File: src/rtl/sdr_bringup_pkg.sv
package sdr_bringup_pkg;

    typedef enum logic [2:0] {
        PH_WAIT     = 3'd0,
        PH_PRE      = 3'd1,
        PH_PRE_GAP  = 3'd2,
        PH_REF      = 3'd3,
        PH_REF_GAP  = 3'd4,
        PH_MRS      = 3'd5,
        PH_MRS_GAP  = 3'd6,
        PH_DONE     = 3'd7
    } bringup_phase_e;

    typedef struct packed {
        logic cs_n;
        logic ras_n;
        logic cas_n;
        logic we_n;
    } sdr_cmd_t;

    localparam sdr_cmd_t CMD_NOP = '{cs_n: 1'b0, ras_n: 1'b1, cas_n: 1'b1, we_n: 1'b1};
    localparam sdr_cmd_t CMD_PRE = '{cs_n: 1'b0, ras_n: 1'b0, cas_n: 1'b1, we_n: 1'b0};
    localparam sdr_cmd_t CMD_REF = '{cs_n: 1'b0, ras_n: 1'b0, cas_n: 1'b0, we_n: 1'b1};
    localparam sdr_cmd_t CMD_LMR = '{cs_n: 1'b0, ras_n: 1'b0, cas_n: 1'b0, we_n: 1'b0};

    // Address bit that selects all banks on a precharge
    localparam int ALL_BANKS_BIT = 10;
    // Number of mode-word bits that carry defined fields
    localparam int MODE_FIELD_W  = 10;

    // Nanoseconds to whole clock cycles, rounded up, never below 2
    function automatic int ns_to_cycles(input int ns, input int clk_ps);
        longint num;
        longint cyc;
        num = longint'(ns) * 64'sd1000;
        cyc = (num + longint'(clk_ps) - 64'sd1) / longint'(clk_ps);
        if (cyc < 64'sd2) cyc = 64'sd2;
        return int'(cyc);
    endfunction

    function automatic int max3(input int a, input int b, input int c);
        int m;
        m = (a > b) ? a : b;
        return (m > c) ? m : c;
    endfunction

endpackage

File: src/rtl/sdr_bringup_timer.sv
module sdr_bringup_timer #(
    parameter int TW      = 8,
    parameter int RST_VAL = 1
) (
    input  logic          clk,
    input  logic          rst,
    input  logic          load,
    input  logic [TW-1:0] load_val,
    output logic          expired
);

    logic [TW-1:0] cnt_q;

    always_ff @(posedge clk) begin
        if (rst) begin
            cnt_q <= TW'(RST_VAL);
        end else if (load) begin
            cnt_q <= load_val;
        end else if (cnt_q != '0) begin
            cnt_q <= cnt_q - 1'b1;
        end
    end

    assign expired = (cnt_q == '0);

    AST_TMR_COUNTS_DOWN: assert property (@(posedge clk) disable iff (rst)
        (!load && !expired) |=> (cnt_q == $past(cnt_q) - 1'b1));

    AST_TMR_HOLDS_ZERO: assert property (@(posedge clk) disable iff (rst)
        (!load && expired) |=> expired);

endmodule

File: src/rtl/sdr_bringup_ctrl.sv
module sdr_bringup_ctrl
    import sdr_bringup_pkg::*;
#(
    parameter int TW        = 8,
    parameter int TRP_CYC   = 2,
    parameter int TRFC_CYC  = 2,
    parameter int TMRD_CYC  = 2,
    parameter int REF_COUNT = 2
) (
    input  logic           clk,
    input  logic           rst,
    input  logic           tmr_expired,
    output logic           tmr_load,
    output logic [TW-1:0]  tmr_val,
    output bringup_phase_e phase
);

    localparam int RCW = $clog2(REF_COUNT + 1);
    localparam logic [TW-1:0]  TRP_LOAD  = TW'(TRP_CYC - 2);
    localparam logic [TW-1:0]  TRFC_LOAD = TW'(TRFC_CYC - 2);
    localparam logic [TW-1:0]  TMRD_LOAD = TW'(TMRD_CYC - 2);
    localparam logic [RCW-1:0] REF_LAST  = RCW'(REF_COUNT);

    bringup_phase_e phase_q, phase_d;
    logic [RCW-1:0] refs_q, refs_d;

    always_comb begin
        phase_d  = phase_q;
        refs_d   = refs_q;
        tmr_load = 1'b0;
        tmr_val  = '0;
        case (phase_q)
            PH_WAIT: begin
                if (tmr_expired) phase_d = PH_PRE;
            end
            PH_PRE: begin
                tmr_load = 1'b1;
                tmr_val  = TRP_LOAD;
                phase_d  = PH_PRE_GAP;
            end
            PH_PRE_GAP: begin
                if (tmr_expired) phase_d = PH_REF;
            end
            PH_REF: begin
                tmr_load = 1'b1;
                tmr_val  = TRFC_LOAD;
                refs_d   = refs_q + 1'b1;
                phase_d  = PH_REF_GAP;
            end
            PH_REF_GAP: begin
                if (tmr_expired) begin
                    phase_d = (refs_q == REF_LAST) ? PH_MRS : PH_REF;
                end
            end
            PH_MRS: begin
                tmr_load = 1'b1;
                tmr_val  = TMRD_LOAD;
                phase_d  = PH_MRS_GAP;
            end
            PH_MRS_GAP: begin
                if (tmr_expired) phase_d = PH_DONE;
            end
            default: phase_d = PH_DONE;
        endcase
    end

    always_ff @(posedge clk) begin
        if (rst) begin
            phase_q <= PH_WAIT;
            refs_q  <= '0;
        end else begin
            phase_q <= phase_d;
            refs_q  <= refs_d;
        end
    end

    assign phase = phase_q;

    AST_REFS_BOUNDED: assert property (@(posedge clk) disable iff (rst)
        (phase_q == PH_REF) |-> (refs_q < REF_LAST));

    AST_DONE_STICKY: assert property (@(posedge clk) disable iff (rst)
        (phase_q == PH_DONE) |=> (phase_q == PH_DONE));

endmodule

File: src/rtl/sdr_bringup_cmd_enc.sv
module sdr_bringup_cmd_enc
    import sdr_bringup_pkg::*;
#(
    parameter int              ADDR_W   = 13,
    parameter logic [ADDR_W-1:0] MODE_VAL = '0
) (
    input  bringup_phase_e    phase,
    output sdr_cmd_t          cmd,
    output logic [ADDR_W-1:0] addr
);

    always_comb begin
        cmd  = CMD_NOP;
        addr = '0;
        case (phase)
            PH_PRE: begin
                cmd                 = CMD_PRE;
                addr[ALL_BANKS_BIT] = 1'b1;
            end
            PH_REF: begin
                cmd = CMD_REF;
            end
            PH_MRS: begin
                cmd                     = CMD_LMR;
                addr[MODE_FIELD_W-1:0]  = MODE_VAL[MODE_FIELD_W-1:0];
            end
            default: begin
                cmd  = CMD_NOP;
                addr = '0;
            end
        endcase
    end

endmodule

File: src/rtl/sdr_bringup_seq.sv
module sdr_bringup_seq
    import sdr_bringup_pkg::*;
#(
    parameter int                ADDR_W    = 13,
    parameter int                CLK_PS    = 4000,
    parameter int                WAIT_NS   = 100000,
    parameter int                TRP_NS    = 15,
    parameter int                TRFC_NS   = 66,
    parameter int                TMRD_CYC  = 2,
    parameter int                REF_COUNT = 2,
    parameter logic [ADDR_W-1:0] MODE_VAL  = 13'h0032
) (
    input  logic              clk,
    input  logic              rst,
    output logic              cmd_cs_n,
    output logic              cmd_ras_n,
    output logic              cmd_cas_n,
    output logic              cmd_we_n,
    output logic [ADDR_W-1:0] addr,
    output logic              ready
);

    localparam int WAIT_CYC = ns_to_cycles(WAIT_NS, CLK_PS);
    localparam int TRP_CYC  = ns_to_cycles(TRP_NS, CLK_PS);
    localparam int TRFC_CYC = ns_to_cycles(TRFC_NS, CLK_PS);
    localparam int MAX_CYC  = max3(WAIT_CYC, TRP_CYC, (TRFC_CYC > TMRD_CYC) ? TRFC_CYC : TMRD_CYC);
    localparam int TW       = $clog2(MAX_CYC + 1);
    localparam int RCW      = $clog2(REF_COUNT + 1);

    logic           tmr_load;
    logic [TW-1:0]  tmr_val;
    logic           tmr_expired;
    bringup_phase_e phase;
    sdr_cmd_t       cmd;

    sdr_bringup_timer #(
        .TW      (TW),
        .RST_VAL (WAIT_CYC - 1)
    ) u_timer (
        .clk      (clk),
        .rst      (rst),
        .load     (tmr_load),
        .load_val (tmr_val),
        .expired  (tmr_expired)
    );

    sdr_bringup_ctrl #(
        .TW        (TW),
        .TRP_CYC   (TRP_CYC),
        .TRFC_CYC  (TRFC_CYC),
        .TMRD_CYC  (TMRD_CYC),
        .REF_COUNT (REF_COUNT)
    ) u_ctrl (
        .clk         (clk),
        .rst         (rst),
        .tmr_expired (tmr_expired),
        .tmr_load    (tmr_load),
        .tmr_val     (tmr_val),
        .phase       (phase)
    );

    sdr_bringup_cmd_enc #(
        .ADDR_W   (ADDR_W),
        .MODE_VAL (MODE_VAL)
    ) u_enc (
        .phase (phase),
        .cmd   (cmd),
        .addr  (addr)
    );

    assign cmd_cs_n  = cmd.cs_n;
    assign cmd_ras_n = cmd.ras_n;
    assign cmd_cas_n = cmd.cas_n;
    assign cmd_we_n  = cmd.we_n;
    assign ready     = (phase == PH_DONE);

    // Pin-level tracking for the assertions below
    logic [RCW-1:0] pin_refs_q;
    logic           pin_lmr_q;

    always_ff @(posedge clk) begin
        if (rst) begin
            pin_refs_q <= '0;
            pin_lmr_q  <= 1'b0;
        end else begin
            if (cmd == CMD_REF) pin_refs_q <= pin_refs_q + 1'b1;
            if (cmd == CMD_LMR) pin_lmr_q  <= 1'b1;
        end
    end

    AST_LMR_AFTER_REFS: assert property (@(posedge clk) disable iff (rst)
        (cmd == CMD_LMR) |-> (pin_refs_q == RCW'(REF_COUNT)));

    AST_LMR_RSVD_LOW: assert property (@(posedge clk) disable iff (rst)
        (cmd == CMD_LMR) |-> (addr[ADDR_W-1:MODE_FIELD_W] == '0));

    AST_CMD_SINGLE_CYCLE: assert property (@(posedge clk) disable iff (rst)
        (cmd != CMD_NOP) |=> (cmd == CMD_NOP));

    AST_READY_STAYS: assert property (@(posedge clk) disable iff (rst)
        ready |=> ready);

    AST_READY_NEEDS_LMR: assert property (@(posedge clk) disable iff (rst)
        ready |-> (pin_lmr_q && cmd == CMD_NOP));

endmodule

File: config.mk
export PLATFORM = sky130hd
export DESIGN_NAME = sdr_bringup_seq
export DESIGN_NICKNAME = d
export VERILOG_FILES = /design/src/rtl/sdr_bringup_pkg.sv /design/src/rtl/sdr_bringup_timer.sv /design/src/rtl/sdr_bringup_ctrl.sv /design/src/rtl/sdr_bringup_cmd_enc.sv /design/src/rtl/sdr_bringup_seq.sv
export SDC_FILE = /design/constraint.sdc
export NUM_CORES = 1
export LEC_CHECK = 0
export CAP_MARGIN = 25
export CORE_UTILIZATION = 55
export CTS_CLUSTER_DIAMETER = 30
export DETAILED_ROUTE_END_ITERATION = 12
export GPL_ROUTABILITY_DRIVEN = 0
export HOLD_SLACK_MARGIN = 0.03
export PLACE_DENSITY = 0.8
export SKIP_CTS_REPAIR_TIMING = 1
export SYNTH_ARGS = -nofsm -noshare
export SYNTH_HDL_FRONTEND = slang
export SYNTH_SLANG_ARGS = --single-unit
File: constraint.sdc
create_clock -name clk -period 5.55 [get_ports clk]
set_input_delay 1.3875 -clock clk [delete_from_list [all_inputs] [get_ports clk]]
set_output_delay 1.3875 -clock clk [all_outputs]
set_load 0.05 [all_outputs]
* Word-level counts from Yosys, hierarchy flattened *
Index checks and enable logic that the tools add are counted.

operators by class
  add/sub/neg operators = 2
  equal/unequal tests = 12
  muxes and demuxes = 13
  reduce and logical (&&, ||, !) cells = 6

operators with widths
  kind                   number
  $mux 15                2
  $pmux 3 s7             1
  $logic_not 15->1       1
  $mux 3                 5
  $reduce_bool 15->1     1
  $sub 15x1->15 const B  1
  $eq 3x3->1 const B     4
  $pmux 3 s3             1
  $ne 2x2->1 const B     4
  $pmux 4 s2             1
  $eq 3x2->1 const B     2
  $mux 6                 1
  $reduce_and 4->1       1
  $eq 3x1->1 const B     1
  $logic_not 3->1        1
  $reduce_or 3->1        1
  $add 2x1->2 const B    1
  $eq 2x2->1 const B     1
  $mux 1                 2
  $reduce_bool 2->1      1

storage, ports and cells
  bits in registers = 20
  bits of input ports = 2
  output and inout bits = 18
  word-level logic and storage cells = 36

* Longest topological paths before layout *
  depth after elaboration = 4
  depth in mapped cells = 7
  mapped depth without buffers = 6

* Modules after synthesis *
Synthesis repeated with hierarchy kept, for this count alone.

second synthesis, totals
  cells, all modules = 168
  area total of the unflattened synthesis = 1370.1 um^2

by module, submodules not included
  module               instances  cells each  area each (um^2)  seq. area each (um^2)
  sdr_bringup_timer    1          106         869.6             300.3
  sdr_bringup_ctrl     1          40          355.3             100.1
  sdr_bringup_cmd_enc  1          21          138.9             0.0
  sdr_bringup_seq      1          1           6.3               0.0

* Least setup slack after synthesis *
No wires, ideal clock.

  path kind = register -> output
  start point = register u_ctrl.phase_q[1] (netlist: u_ctrl.phase[1])
  end point = output port cmd_cas_n
  arrival time = 2.228 ns
  data required time = 4.163 ns
  setup slack = 1.934 ns
  cell stages (with the launch flop) = 5
  buffers on the path = 1
  path through = dfxtp_1 clkbuf_1 nor2b_1 inv_1 o21ai_0

on the way
  longest elaborated chain between the ends = 2
  elaborated cells between the ends (all ways) = 4
  classes of those cells = eq/ne: 3; mux: 1

RTL lines
  what                                      line                       source
  from (decl)                               sdr_bringup_ctrl.sv:24     bringup_phase_e phase_q, phase_d;
  from (signal assigned)                    sdr_bringup_ctrl.sv:72     phase_q <= phase_d;
  $eq 3x3->1, or another cell as far along  sdr_bringup_cmd_enc.sv:15  case (phase)
  $pmux 3 s3 (*)                            sdr_bringup_cmd_enc.sv:15
  to (decl)                                 sdr_bringup_seq.sv:17      output logic cmd_cas_n,

Mark *: on every way between the ends. The rest lies on a longest branch, timed or not.

* Worst setup path in the final report *
  start point = register u_ctrl.phase_q[0] (netlist: u_ctrl.phase[0])
  end point = output port cmd_ras_n

on the way
  longest elaborated chain between the ends = 2
  elaborated cells between the ends (all ways) = 4
  classes of those cells = eq/ne: 3; mux: 1

RTL lines
  what                                      line                       source
  $eq 3x3->1, or another cell as far along  sdr_bringup_cmd_enc.sv:15
  $pmux 3 s3 (*)                            sdr_bringup_cmd_enc.sv:15
  to (decl)                                 sdr_bringup_seq.sv:16      output logic cmd_ras_n,

Marked as above.

==> out/qor.txt <==
Run status -> finished, final reports clean
Netlist cell types -> 42
Setup TNS -> 0 ns
Hold WC Path Type -> register to register
Die Width -> 47.3 um
Worst Max-Slew Pin Slew -> 0.713 ns
Starting Density -> 58.2%
Mapped Avg Cell Area -> 8.07 sq um
Worst setup endpoint -> cmd_ras_n
CTS buffer count -> 3
CTS tree -> yes
Ys flop type -> dfxtp_1
Synth top area share -> 35.4%
Number of I/O port buffers -> 9
Largest net degree at the start of global routing -> 12
P per Cell Area -> 202 mW/mm^2
Post-synthesis register bit count -> 20
Pleak -> 0.452 nW
Post-synth EDFFs -> 0
Post-synth top area cell -> dfxtp_1
Async S/R FF share, synth -> 0%
# clock sinks -> 20
H-tree depth -> 1
All-Layer GR Usage -> 20.9%
Skew-Pair Late Insertion Delay -> 0.30 ns
Sequential element share of the synthesized area -> 35.4%
Tmin final -> 3.89 ns
Startpoint Class -> register
DRC viols -> 0
RR Startpoint -> u_timer.cnt_q[0]
DR pass1 iterations -> 6
CP Capture Type -> output pin
Proportion of layout cells with a drive suffix above 1 -> 3.52%
Initial antenna violation count -> 0
CP Data Required Time -> 4.16 ns
Vias in the first global route -> 804
Most frequent cells in the layout -> dfxtp_1, nand2_1, conb_1, nor2_1, clkdlybuf4s50_1
First-pass GRT wire length -> 3350 um
Worst-path clk slew -> 0.11 ns
Final Hold Viols -> 0
Final WL -> 2250 um
Grt total ovfl -> 0
Syn-to-layout area delta -> 5.54%
Setup violators final -> 0
Crit Path Class -> register to output pin
Nets -> 148
DR iter-0 viols -> 42
N_diodes -> 0
Layout fillers -> 176
CTS max path bufs -> 2
Antenna Nets Post-Route -> 0
Dpl hpwl -> 1600 um
Synth Warn # -> 0
I/O Pins -> 20
Max-cap violations -> 0
Worst setup startpoint -> u_ctrl.phase[0]
Worst vdd ir -> 0.168 mV
Die ar. -> 0.00224 sq mm
Most common cell after layout, fill and taps aside -> dfxtp_1
Fmax -> 257 MHz
Max Fanout on Critical Path -> 9
Total power draw -> 0.000241 W
Rel. slew slack -> 52.3%
Final instance area -> 0.00119 sq mm
Reg2reg setup slack -> 3.25 ns
Final Max Tran Viols -> 0
DR vias/cell -> 5.98
DR vias -> 1010
Avg WL per Cell -> 13.3 um
DP Area -> 0.00117 sq mm
Clock root buffer -> clkbuf_4
Post-synthesis cell count -> 140
Synth area leaders -> dfxtp_1, buf_4, nor4_1
Synth Cell Area -> 0.00113 sq mm
Rows -> 16
Core Area -> 0.00194 sq mm
Post-Route Skew -> 0.00373 ns
Die Ht -> 47.3 um
Final clock period utilization by the worst path -> 70.2%
Hold depth -> 2
Reg2Reg Depth -> 6
Arrival time at the worst endpoint -> 2.51 ns
RR Endpoint -> u_ctrl.phase[1]
RSZ-0062 raised after global routing -> no
-- per-layer routing --
layer / vias up / part of all wire [%] / track usage (%)
met5: - / 0 / 0
met4: 0 / 1.0 / 6.29
met3: 6 / 7.1 / 3.46
met2: 46 / 46 / 33.4
met1: 455 / 46 / 28.8
li1: 503 / - / -
-- flip-flops by register name (all words and copies together) (netlist names) --
name	flops
u_ctrl.phase	3
u_ctrl.refs_q	2
u_timer.cnt_q	15
-- cells in the mapped netlist, types with 3 or more instances --
master / number
dfxtp_1: 20
buf_4: 12
nand2_1: 10
nor2_1: 9
inv_1: 7
nor4_1: 7
clkbuf_1: 6
nand3_1: 6
nor3_1: 6
o211ai_1: 5
or4_1: 5
a21oi_1: 4
o21ai_0: 4
nor2b_1: 3
-- worst max-delay path, cell delays in order, from the launching register on --
cell,delay [ns]
dfxtp_1,0.47
a21boi_1,0.54
clkinv_1,0.40
clkdlybuf4s50_1,0.80
-- area by class of cell --
class,instances,area [sq um],area share [%]
multi-input combinational,102,616,51.6
sequential,20,400,33.6
timing repair buffer,9,90.1,7.56
tap,27,33.8,2.83
inverter,8,30.0,2.52
clock buffer,3,22.5,1.89
-- through the flow --
stage | utilization [%] | hold slack, ns | instances | setup WS, ns
2_1_floorplan | - | 0.472 | 149 | 1.93
3_3_place_gp | 60.2 | 0.497 | 166 | 2.13
3_5_place_dp | 60.2 | 0.512 | 166 | 2.00
4_1_cts | 61.4 | 0.527 | 169 | 1.66
5_1_grt | 61.4 | 0.552 | 169 | 1.55
6_report | 61.4 | 0.523 | 169 | 1.66
-- where the power goes --
part	switching [W]	leakage, nW	internal [W]	total (W)
clock	0.0000432	0.0138	0.0000253	0.0000685
combinational	0.0000207	0.276	0.00000455	0.0000253
sequential	0.00000220	0.162	0.000145	0.000148
total	0.0000661	0.452	0.000175	0.000241
-- kinds of logic (layout without fill, tap and decap cells) --
group,count (synthesis),after routing,synth area share [%]
simple gates,59,59,29.3
compound gates,29,29,18.1
buf+inv,27,20,13.1
flops,20,20,35.4
fa+ha+maj,2,2,2.21
xor+xnor,2,2,1.55
other cells,1,10,0.332
-- how the worst min path moves through the flow --
stage                                   to  slack [ns]             start
final                     u_timer.cnt_q[9]        0.52  u_timer.cnt_q[9]
after global routing      u_timer.cnt_q[9]        0.55  u_timer.cnt_q[9]
after CTS                 u_timer.cnt_q[9]        0.53  u_timer.cnt_q[9]
after detailed placement  u_timer.cnt_q[9]        0.51  u_timer.cnt_q[9]
after global placement    u_timer.cnt_q[6]        0.50  u_timer.cnt_q[6]
after floorplan           u_timer.cnt_q[6]        0.47  u_timer.cnt_q[6]
No activity file was read; power rests on OpenSTA's default activity.
